`config.mk`:
```
export PLATFORM = sky130hd
export DESIGN_NAME = phy_link_mgr
export DESIGN_NICKNAME = d
export VERILOG_FILES = /design/src/rtl/phy_link_mgr.sv
export SDC_FILE = /design/constraint.sdc
export NUM_CORES = 1
export LEC_CHECK = 0
export CORE_UTILIZATION = 40
export CTS_BUF_LIST = sky130_fd_sc_hd__clkbuf_16
export CTS_CLUSTER_DIAMETER = 40
export DETAILED_ROUTE_END_ITERATION = 8
export GPL_TIMING_DRIVEN = 0
export PLACE_DENSITY = 0.81
export RECOVER_POWER = 100
export SYNTH_ARGS = -nofsm -noshare
export SYNTH_HDL_FRONTEND = slang
export SYNTH_SLANG_ARGS = --single-unit
```
`constraint.sdc`:
```
create_clock -name clk -period 4.9 [get_ports clk]
set_input_delay 0.49 -clock clk [delete_from_list [all_inputs] [get_ports clk]]
set_output_delay 0.49 -clock clk [all_outputs]
set_load 0.1 [all_outputs]
```
`src/rtl/phy_link_mgr.sv`:
```
module phy_link_mgr #(
  parameter int PHY_AW      = 5,
  parameter int REG_AW      = 5,
  parameter int DW          = 16,
  parameter int POLL_W      = 16,
  parameter int ADV_REG     = 4,
  parameter int CTL_REG     = 0,
  parameter int BSR_REG     = 1,
  parameter int CTL_RESTART = 16'h1200,
  parameter int LINK_BIT    = 2,
  parameter int SPD_BIT     = 1,
  parameter int DPX_BIT     = 0,
  parameter int PAUSE_BIT   = 2
) (
  input  logic              clk,
  input  logic              rst_n,
  input  logic [1:0]        mode,
  input  logic [2:0]        force_cfg,
  input  logic [POLL_W-1:0] poll_interval,
  input  logic [PHY_AW-1:0] phy_addr,
  input  logic [REG_AW-1:0] stat_reg,
  input  logic [DW-1:0]     adv_value,
  input  logic              irq_clear,
  output logic              md_req_valid,
  input  logic              md_req_ready,
  output logic              md_req_write,
  output logic [PHY_AW-1:0] md_req_phy,
  output logic [REG_AW-1:0] md_req_reg,
  output logic [DW-1:0]     md_req_wdata,
  input  logic              md_rsp_valid,
  input  logic [DW-1:0]     md_rsp_rdata,
  output logic              link_up,
  output logic              speed_10,
  output logic              half_duplex,
  output logic              flow_off,
  output logic              link_irq
);

  typedef enum logic [2:0] {S_IDLE, S_WR_ADV, S_WR_CTL, S_RD_LINK, S_RD_STAT, S_WAIT} st_t;

  localparam logic [1:0] M_HW   = 2'b00;
  localparam logic [1:0] M_POLL = 2'b01;
  localparam logic [1:0] M_DOWN = 2'b10;
  localparam logic [1:0] M_UP   = 2'b11;

  st_t              st;
  logic [1:0]       mode_q;
  logic             pend, drop;
  logic [POLL_W-1:0] cnt;
  logic             link_st;
  logic [2:0]       cfg;
  logic             irq_q;

  logic restart, issuing, accept, done, rd_link;
  logic upd, upd_val, link_chg;
  st_t  start_st;

  assign restart  = mode != mode_q;
  assign issuing  = st == S_WR_ADV || st == S_WR_CTL || st == S_RD_LINK || st == S_RD_STAT;
  assign accept   = md_req_valid && md_req_ready;
  assign done     = pend && md_rsp_valid && !drop && !restart;
  assign rd_link  = md_rsp_rdata[LINK_BIT];

  assign md_req_valid = issuing && !pend && !restart;
  assign md_req_write = st == S_WR_ADV || st == S_WR_CTL;
  assign md_req_phy   = phy_addr;
  assign md_req_wdata = (st == S_WR_ADV) ? adv_value :
                        (st == S_WR_CTL) ? DW'(CTL_RESTART) : '0;

  always_comb begin
    case (st)
      S_WR_ADV:  md_req_reg = REG_AW'(ADV_REG);
      S_WR_CTL:  md_req_reg = REG_AW'(CTL_REG);
      S_RD_LINK: md_req_reg = REG_AW'(BSR_REG);
      default:   md_req_reg = stat_reg;
    endcase
  end

  always_comb begin
    case (mode)
      M_HW:    start_st = S_WR_ADV;
      M_POLL:  start_st = S_RD_LINK;
      default: start_st = S_IDLE;
    endcase
  end

  // link state commits: poll-only on every status read, negotiation on
  // link loss or once the resolved mode has been read
  always_comb begin
    upd     = 1'b0;
    upd_val = link_st;
    if (done && st == S_RD_LINK && (mode_q == M_POLL || !rd_link)) begin
      upd     = 1'b1;
      upd_val = rd_link;
    end else if (done && st == S_RD_STAT) begin
      upd     = 1'b1;
      upd_val = 1'b1;
    end
  end
  assign link_chg = upd && (upd_val != link_st);

  always_ff @(posedge clk) begin
    if (!rst_n) begin
      st      <= S_IDLE;
      mode_q  <= M_DOWN;
      pend    <= 1'b0;
      drop    <= 1'b0;
      cnt     <= '0;
      link_st <= 1'b0;
      cfg     <= 3'b000;
      irq_q   <= 1'b0;
    end else begin
      if (restart) begin
        mode_q <= mode;
        st     <= start_st;
        pend   <= pend && !md_rsp_valid;
        drop   <= (pend && !md_rsp_valid) || (drop && !md_rsp_valid);
      end else begin
        if (accept) pend <= 1'b1;
        if (pend && md_rsp_valid) begin
          pend <= 1'b0;
          drop <= 1'b0;
        end
        if (done) begin
          case (st)
            S_WR_ADV: st <= S_WR_CTL;
            S_WR_CTL: st <= S_RD_LINK;
            S_RD_LINK: begin
              if (mode_q == M_HW && rd_link) st <= S_RD_STAT;
              else begin
                st  <= S_WAIT;
                cnt <= poll_interval;
              end
            end
            S_RD_STAT: begin
              st  <= S_WAIT;
              cnt <= poll_interval;
              cfg <= {!md_rsp_rdata[SPD_BIT], !md_rsp_rdata[DPX_BIT], !md_rsp_rdata[PAUSE_BIT]};
            end
            default: st <= st;
          endcase
        end
        if (st == S_WAIT) begin
          if (cnt == '0) st <= S_RD_LINK;
          else cnt <= cnt - 1'b1;
        end
      end
      if (mode_q == M_UP) cfg <= force_cfg;
      if (upd) link_st <= upd_val;
      if (link_chg) irq_q <= 1'b1;
      else if (irq_clear) irq_q <= 1'b0;
    end
  end

  assign link_up     = (mode_q == M_UP) || (!mode_q[1] && link_st);
  assign speed_10    = cfg[2];
  assign half_duplex = cfg[1];
  assign flow_off    = cfg[0];
  assign link_irq    = irq_q;

  p_single_req_r10: assert property (@(posedge clk) disable iff (!rst_n)
    md_req_valid && md_req_ready |=> !md_req_valid)
    else $error("second request raised while one is outstanding");

  p_req_hold_r10: assert property (@(posedge clk) disable iff (!rst_n)
    md_req_valid && !md_req_ready && !restart |=> md_req_valid || restart)
    else $error("request withdrawn before acceptance");

  p_poll_no_write_r4: assert property (@(posedge clk) disable iff (!rst_n)
    md_req_valid && mode_q == M_POLL |-> !md_req_write && md_req_reg == REG_AW'(BSR_REG))
    else $error("poll-only mode issued something other than a status read");

  p_forced_quiet_r7: assert property (@(posedge clk) disable iff (!rst_n)
    mode_q[1] |-> !md_req_valid)
    else $error("request issued in a forced mode");

  p_forced_cfg_r8: assert property (@(posedge clk) disable iff (!rst_n)
    $past(mode_q) == M_UP |-> {speed_10, half_duplex, flow_off} == $past(force_cfg))
    else $error("forced-up mode bits not applied");

  p_cfg_hold_r9: assert property (@(posedge clk) disable iff (!rst_n)
    $past(mode_q) == M_POLL |-> $stable({speed_10, half_duplex, flow_off}))
    else $error("connection mode moved in poll-only mode");

  p_irq_sticky_r5: assert property (@(posedge clk) disable iff (!rst_n)
    link_irq && !irq_clear |=> link_irq)
    else $error("interrupt dropped without a clear");

endmodule

```
### After elaboration in Yosys (flattened, before gate mapping)

Index checks and enable logic that the tools add are counted.

* word-level logic and storage cells: 87
* flip-flop bits (word level): 28

* mux-type cells: 30
* $add $sub $neg: 1
* reduce and logical (&&, ||, !) cells: 37
* eq/ne operators: 11

Operators with widths (count)
* 2-to-1 mux 16 bit: 5
* one-hot mux 16 bit (2 select lines): 1
* 2-to-1 mux 3 bit: 8
* logical NOT 16 bit: 1
* subtractor 16 x 1 -> 16 bit (second input constant): 1
* one-hot mux 5 bit (3 select lines): 1
* logical AND 1 bit: 14
* 2-to-1 mux 13 bit: 1
* 2-to-1 mux 1 bit: 12
* one-hot mux 3 bit (4 select lines): 1
* logical NOT 1 bit: 8
* nonzero test 2 bit: 4
* equality test 3 x 2 -> 1 bit (second input constant): 2
* equality test 3 bit (second input constant): 2
* logical OR 1 bit: 6
* equality test 2 x 1 -> 1 bit (second input constant): 2
* logical NOT 2 bit: 2
* one-hot mux 2 bit (2 select lines): 1
* equality test 3 x 1 -> 1 bit (second input constant): 1
* AND reduction 3 bit: 1
* nonzero test 3 bit: 1
* equality test 2 bit (second input constant): 1
* != test 2 x 1 -> 1 bit (second input constant): 1
* != test 2 bit: 1
* != test 1 bit: 1

### Longest topological paths before layout

Gate-level depths: netlist of the first run.

* word-level depth: 10
* depth in mapped cells: 8

### Worst setup path after synthesis of the first run

Ideal clock, no wire load.

* path kind: input to output
* start point: input port mode[1]
* end point: output port md_req_valid
* required time: 4410 ps
* data arrival time: 3262 ps
* buffers on the path: 1
* path slack: 1148 ps
* stages: 4
* cell sequence: xnor2_1 > nand2_1 > clkbuf_1 > a211oi_1

* cells in the longest elaborated chain, start to end: 3

Ends and longest elaborated chain
* from (decl): line 17 `input logic [1:0] mode,`
* != test 2 bit: line 58 `assign restart = mode != mode_q;`
* logical NOT 1 bit: line 64 `assign md_req_valid = issuing && !pend && !restart;`
* logical AND 1 bit: line 64
* to (decl): line 24 `output logic md_req_valid,`

No other way between the ends.

### Final worst setup path of the first run

Ends and elaborated chain as after synthesis.

==> impl_results.md, run 1 <==
* Dpl hpwl at 4666 um
* Io pins at ~100
* Initial Utilization at 0.4292
* Final worst setup slack at between 1 and 1.5 ns
* Synth Area in Simple Gates at 0.3489
* Antenna Cells at 0
* Post-synthesis instance area at between 0.0015 and 0.002 mm2
* Placement Setup Slack at approximately 1.3 ns
* Combinational share of power at 0.357
* Avg Cell Area, Syn at 7.581 um2
* Internal at about 470 uW
* Largest net degree at the start of global routing at 17
* RR Startpoint: cnt[0]$_SDFFE_PN0N_
* Critical Path Start: mode[1]
* DRT Pass-1 Iters at 6
* Post-synthesis sequential area ratio at 0.2900
* Hold path start: cfg[0]$_SDFFE_PN0P_
* Hold Buf Count CTS at 0
* Die X at 71.52 um
* Post-synthesis compound-gate area fraction at 0.2570
* Outcome: finished clean
* LEAKAGE at 0.001163 uW
* Synth area leaders: dfxtp_1, and3_1, nor2_1
* Net count, final at between 400 and 500
* PortBufs at 82
* Most used routing layer: met2
* Sequential power share at 0.312
* Ys flop type: dfxtp_1
* Vias at around 2.4k
* Die height at 71.52 um
* Reg clk slew, reported paths at approximately 0.070 ns
* Final Hold Vio Count at 0
* Die area at between 0.005 and 0.006 mm2
* CP endpoint kind: output port
* Fillers at 423
* Synth Net Count at approximately 320
* CTS H-tree lvls at 1
* Clock skew at between 0.004 and 0.005 ns
* Power density cells at 257.4 mW/mm2
* XOR/XNOR Fraction of Synth Area at 0.01812
* Synth warnings at 0
* Setup tns final at 0 ns
* GR Layer Usage met3 at 0.06892
* Final worst path period share at 0.7764
* Met1 Resource Use GR at 0.2920
* Wire per inst at between 15 and 20 um
* CTS tree: built
* Post-CTS setup buffers at 0
* Remaining antenna violation count after routing at 0
* Vias in the first global route at roughly 2.2k
* Vias/cell at just over 6
* Startpoint type of the worst setup path: input pin
* CTS sink cnt at 28
* Largest family of logic cells by synthesized area: simple AND/OR/NAND/NOR gates
* CP most frequent cell: dlygate4sd3_1
* Net Sw Power at 276.9 uW
* Skew-Pair Late Insertion Delay at between 0.2 and 0.3 ns
* Hold Path Class: reg2reg
* Gr ovfl total at 0
* First-pass GRT wire length at around 10000 um
* Total GRT Usage at 0.2421
* Core ar. at between 0.004 and 0.005 mm2
* Clock power frac at 0.330
* Adder-Cell Fraction of Synth Area at 0.006472
* Synth top area share at 0.2900
* Unrepaired setup endpoints after global routing: false
* Root Buffer: clkbuf_16
* Initial antenna violation count at 0
* Worst endpoint required time at ~4.4 ns
* Max_slew headroom at 0.3328
* Max-slew violations at 0
* Routability cong. at roughly 0.9
* Clock buffer depth at 2
* EDFF count, synth at 0
* Worst slew pin tran at 0.9975 ns
* Cts repair resizes at 0
* Fmax at approximately 260 MHz
* Crit Path Max Fanout at 10
* Area grow syn2layout at 50.74%
* Cell variety after synth at 56
* Flops & latches, synth at 28
* Switch share at 0.3691
* MaxCap Viol Count at 0
* First-iteration detailed-routing DRC count at 212
* Yosys top cell by area: dfxtp_1
* Slowest-stage cell, CP: dlygate4sd3_1
* Critical path class: in2out
* Crit-path max cell delay at approximately 1.3 ns
* Crit path DAT at 3.31 ns
* Row Count at 24
* Min Hold Slack at between 0.4 and 0.5 ns
* Total CTS buffers at 3
* DRT Wirelength at approximately 6300 um
* Post-route DRC at 0
* Met2 usage at 0.4243
* Post-synth ARST share at 0
* Setup Viol. Count Final at 0
* Peak supply drop at roughly 0.00018 V
* Mux cell area share after synthesis at 0.02071
* Post-layout minimum cycle time at 3.804 ns
* Cell Chain, Critical Path: dlygate4sd3_1, xnor2_1, nand2_1, clkbuf_1, a211oi_1, dlygate4sd3_1
* Syn Inst Count at approximately 260
* Layout cells sized above 1 at 0.02933
[cell usage in the layout (no fill, tap or decap), types with 4 or more instances in the layout]
cell type / n
nor4_1: 4
clkbuf_1: 14
nor2_1: 23
o211ai_1: 4
nor3_1: 9
buf_4: 5
or4_1: 8
clkdlybuf4s50_1: 46
and3_1: 17
inv_1: 5
mux2i_1: 4
or3_1: 5
nand3b_1: 4
o21ai_0: 12
dfxtp_1: 28
a32o_1: 4
nand2_1: 19
nand3_1: 13
a21oi_1: 16
nand2b_1: 4
dlygate4sd3_1: 36
[power by group through the flow]
stage	Clock (uW)	Combinational, uW	Sequential [uW]
final	248	268	234
after CTS	248	276	234
after floorplan	0	177	249
after global placement	0	274	239
after global routing	256	279	235
after detailed placement	0	275	240
[path summary, 6_finish.rpt]
check / end / slack [ns] / cells past startpoint
setup reg to reg: cnt[1]$_SDFFE_PN0N_ / 2.03 / 8
hold / removal: cfg[0]$_SDFFE_PN0P_ / 0.50 / 2
setup / recovery: md_req_valid / 1.10 / 6
hold reg to reg: cfg[0]$_SDFFE_PN0P_ / 0.50 / 2
[routing by layer]
layer | vias to the layer above | routed length [um]
met5 | - | 0
li1 | 1144 | -
met2 | 151 | 2887
met3 | 25 | 697
met1 | 1083 | 2519
met4 | 0 | 148
[sequential cells by signal, indices dropped and copies added, names as in the netlist]
signal	flops
mode_q	2
drop	1
cnt	16
link_st	1
link_irq	1
pend	1
st	3
cfg	3
[synth_stat cells (all sizes together), types with 2 or more instances]
master	n
dfxtp	28
nand2b	4
nand3	13
or3b	2
a31oi	3
and3b	2
nor4	4
a211oi	3
nand3b	4
o311ai	2
nand2	19
o2bb2ai	3
or3	5
xnor2	3
a221o	3
nor2	24
o21ai	13
a22o	2
nor2b	2
o31a	2
o211ai	4
a32o	4
nor3b	2
a21oi	16
mux2i	4
nor3	9
buf	6
nand4	2
inv	5
clkbuf	13
o32ai	2
a22oi	3
and3	17
and2	4
or4	8
[worst max-delay path, delay by kind of cell]
kind | cells | cell delay, ns
simple gates | 1 | 0.11
xor+xnor | 1 | 0.23
compound gates | 1 | 0.34
buf+inv | 3 | 2.13
[layout make-up]
class                           count  area [um2]  share of cell area
Timing Repair Buffer               82       820.8              0.2817
Buffer                             19       90.09             0.03091
Inverter                            6       22.52            0.007729
Multi-Input combinational cell    202        1250              0.4289
Clock inverter                      1       30.03             0.01030
Clock buffer                        3       75.07             0.02576
Sequential cell                    28       560.5              0.1924
Tap cell                           52       65.06             0.02233
[cell families (layout without fill, tap and decap cells)]
family	count (synthesis)	in the layout
AO/OA/AOI/OAI	70	70
XOR/XNOR	4	4
adder cells (fa/ha/maj)	1	1
buffers and inverters	25	111
flip-flops	28	28
multiplexers	4	4
AND/OR/NAND/NOR	123	123
[through the flow]
stage	instance area, um2	util	std cells	total power (uW)
floorplan	1933	-	255	426.0
global placement	2819	0.6258	389	514.0
detailed placement	2819	0.6258	389	514.9
CTS	2924	0.6492	393	758.5
global route	2914	0.6469	393	769.6
finish	2914	0.6469	393	750.1
Note: power is estimated with default switching activity, not from simulation.
==> run 2: changes to the inputs <==
--- a/config.mk
+++ b/config.mk
@@ -5,12 +5,12 @@
 export SDC_FILE = /design/constraint.sdc
 export NUM_CORES = 1
 export LEC_CHECK = 0
-export CORE_UTILIZATION = 40
+export CORE_UTILIZATION = 36
 export CTS_BUF_LIST = sky130_fd_sc_hd__clkbuf_16
 export CTS_CLUSTER_DIAMETER = 40
 export DETAILED_ROUTE_END_ITERATION = 8
 export GPL_TIMING_DRIVEN = 0
-export PLACE_DENSITY = 0.81
+export PLACE_DENSITY = 0.77
 export RECOVER_POWER = 100
 export SYNTH_ARGS = -nofsm -noshare
 export SYNTH_HDL_FRONTEND = slang
==> constraint.sdc (replaced) <==
create_clock -name clk -period 3.3 [get_ports clk]
set_input_delay 0.33 -clock clk [delete_from_list [all_inputs] [get_ports clk]]
set_output_delay 0.33 -clock clk [all_outputs]
set_load 0.1 [all_outputs]
==> impl_results.md, run 2 (synthesis gave the netlist of run 1 again) <==
* Outcome: finished clean
* Unrepaired setup endpoints after global routing: false
* Antenna Cells at 0
* Worst slew pin tran at 1.191 ns
* Internal at slightly above 600 uW
* Final Hold Vio Count at 0
* DP Area at approximately 0.0028 mm2
* Worst r2r dst: cnt[7]$_SDFFE_PN0N_
* Design Area, Final at about 0.0029 mm2
* Die area at between 0.005 and 0.006 mm2
* Initial antenna violation count at 0
* Vias/cell at 5.644
* Most common cell after layout, fill and taps aside: clkdlybuf4s50_1
* Post-layout minimum cycle time at around 3.1 ns
* Most frequent cells in the layout: clkdlybuf4s50_1, dfxtp_1, dlygate4sd3_1
* Wire per inst at 15.69 um
* Initial Utilization at 0.3761
* Power density cells at 356.0 mW/mm2
* Skew-Pair Late Insertion Delay at 0.26 ns
* Remaining antenna violation count after routing at 0
* Core ar. at 0.005140 mm2
* Net Sw Power at between 400 and 500 uW
* Cell Chain, Critical Path: clkbuf_1, inv_1, o21ai_0, nand2_1, nand2_1, clkdlybuf4s50_1
* Die X at 75.28 um
* Combinational share of power at 0.387
* Clock power frac at 0.271
* Crit Path Max Fanout at 10
* Die height at around 75 um
* First-pass GRT wire length at 9577 um
* Crit path DAT at 2.79 ns
* Dpl hpwl at around 5000 um
* Largest registers: cnt x16, cfg x3, st x3
* First-iteration detailed-routing DRC count at 179
* GR Layer Usage met3 at 0.03347
* Peak supply drop at 0.0001899 V
* Vias at ~2.3k
* Reg clk slew, reported paths at about 0.070 ns
* Layout cells sized above 1 at 0.02941
* Max-slew violations at 0
* Most used routing layer: met2
* Biggest register: cnt
* Crit-path max cell delay at 1.15 ns
* Routability cong. at between 0.9 and 1
* Worst hold stages at 2
* CP most frequent cell: nand2_1
* Io pins at between 100 and 150
* Area grow syn2layout at 48.09%
* Largest net degree at the start of global routing at 15
* Hold path endpoint: link_irq$_SDFFE_PN0P_
* DRT Wirelength at ~6400 um
* Total GRT Usage at 0.2207
* Setup Viol. Count Final at 0
* Max_slew headroom at 0.2097
* CTS sink cnt at 28
* Setup tns final at 0 ns
* Vias in the first global route at just over 2k
* PortBufs at 82
* Slowest-stage cell, CP: clkdlybuf4s50_1
* R2r worst-path depth at 8
* Clock buffer depth at 2
* CTS tree: built
* Net count, final at ~410
* Max reg flops at 16
* Critical path class: reg2out
* Clock skew at 0.002704 ns
* CTS H-tree lvls at 1
* Gr ovfl total at 0
* Post-route DRC at 0
* Row Count at 26
* RR Startpoint: cnt[0]$_SDFFE_PN0N_
* CP endpoint kind: output port
* Met1 Resource Use GR at 0.2640
* Fmax at between 300 and 400 MHz
* Switch share at 0.3941
* R2R setup slack at 0.30 ns
* Worst endpoint required time at 2.97 ns
* MaxCap Viol Count at 0
* Hold path start: link_irq$_SDFFE_PN0P_
* Hold Buf Count CTS at 0
* Met2 usage at 0.4157
* Startpoint type of the worst setup path: flop
* Total CTS buffers at 3
* Root Buffer: clkbuf_16
* Final worst path period share at 0.9460
* LEAKAGE at around 0.0011 uW
* Sequential power share at 0.341
* Hold Path Class: reg2reg
* DRT Pass-1 Iters at 5
## run 2: cell types whose count changed in the layout (fill, tap and decap cells not counted), sizes merged
| cell | before | now |
|---|---|---|
| dlymetal6s4s | 0 | 2 |
| buf | 5 | 6 |
| clkdlybuf4s50 | 46 | 47 |
| clkdlybuf4s15 | 0 | 1 |
| dlygate4sd3 | 36 | 24 |
| bufinv | 1 | 0 |
| clkbuf | 17 | 24 |
## run 2: power groups by stage
stage               registers, uW  logic [uW]  clock network, uW
floorplan                     369         264                  0
global placement              356         410                  0
finish                        348         394                277
detailed placement            356         412                  0
global route                  349         412                295
CTS                           348         411                281
## run 2: metal layers
metal | wire length, um | vias to the layer above
met3 | 682 | 6
met4 | 57 | 0
met2 | 3147 | 125
met5 | 0 | -
li1 | - | 1137
met1 | 2547 | 1046
## run 2: area by class of cell
cell class                      instances  area, um2
Fill cell                             513       2277
Multi-Input combinational cell        202       1250
Tap cell                               70      87.58
Sequential cell                        28      560.5
Timing Repair Buffer                   82      777.0
Inverter                                6      22.52
Clock buffer                            3      75.07
Buffer                                 19      90.09
## run 2: worst max-delay path by stage
stage | from | endpoint | slack (ns)
5_1_grt | st[0]$_SDFF_PN0_ | md_req_wdata[12] | 0.007
3_5_place_dp | mode[1] | md_req_valid | 0.09
2_1_floorplan | st[0]$_SDFF_PN0_ | md_req_wdata[12] | 0.32
3_3_place_gp | mode[1] | md_req_valid | 0.07
4_1_cts | st[0]$_SDFF_PN0_ | md_req_wdata[14] | 0.006
6_report | st[2]$_SDFF_PP0_ | md_req_reg[0] | 0.18
## run 2: repair_timing
action                                  in CTS  in global routing
buffers inserted                             0                  0
gates cloned                                 0                  0
pin swaps                                    0                  0
endpoints found under the setup margin       2                 11
gates resized for setup                      2                 12
## run 2: per-stage QoR
step,hold slack [ns],util,instances,setup WS (ns),power (uW)
final,0.4713,0.5570,410,0.1783,1019
after global placement,0.4656,0.5538,407,0.06561,766.1
after detailed placement,0.4646,0.5538,407,0.08801,767.6
after global routing,0.5041,0.5570,410,0.006878,1055
after floorplan,0.4256,-,255,0.3201,633.3
after CTS,0.4765,0.5679,410,0.005582,1040
## run 2: worst max-delay path: cells and delay by family, from the launching register on
kind	cells	cell delay (ns)
buffers and inverters	3	1.70
flip-flops	1	0.33
AO/OA/AOI/OAI	1	0.25
AND/OR/NAND/NOR	2	0.25
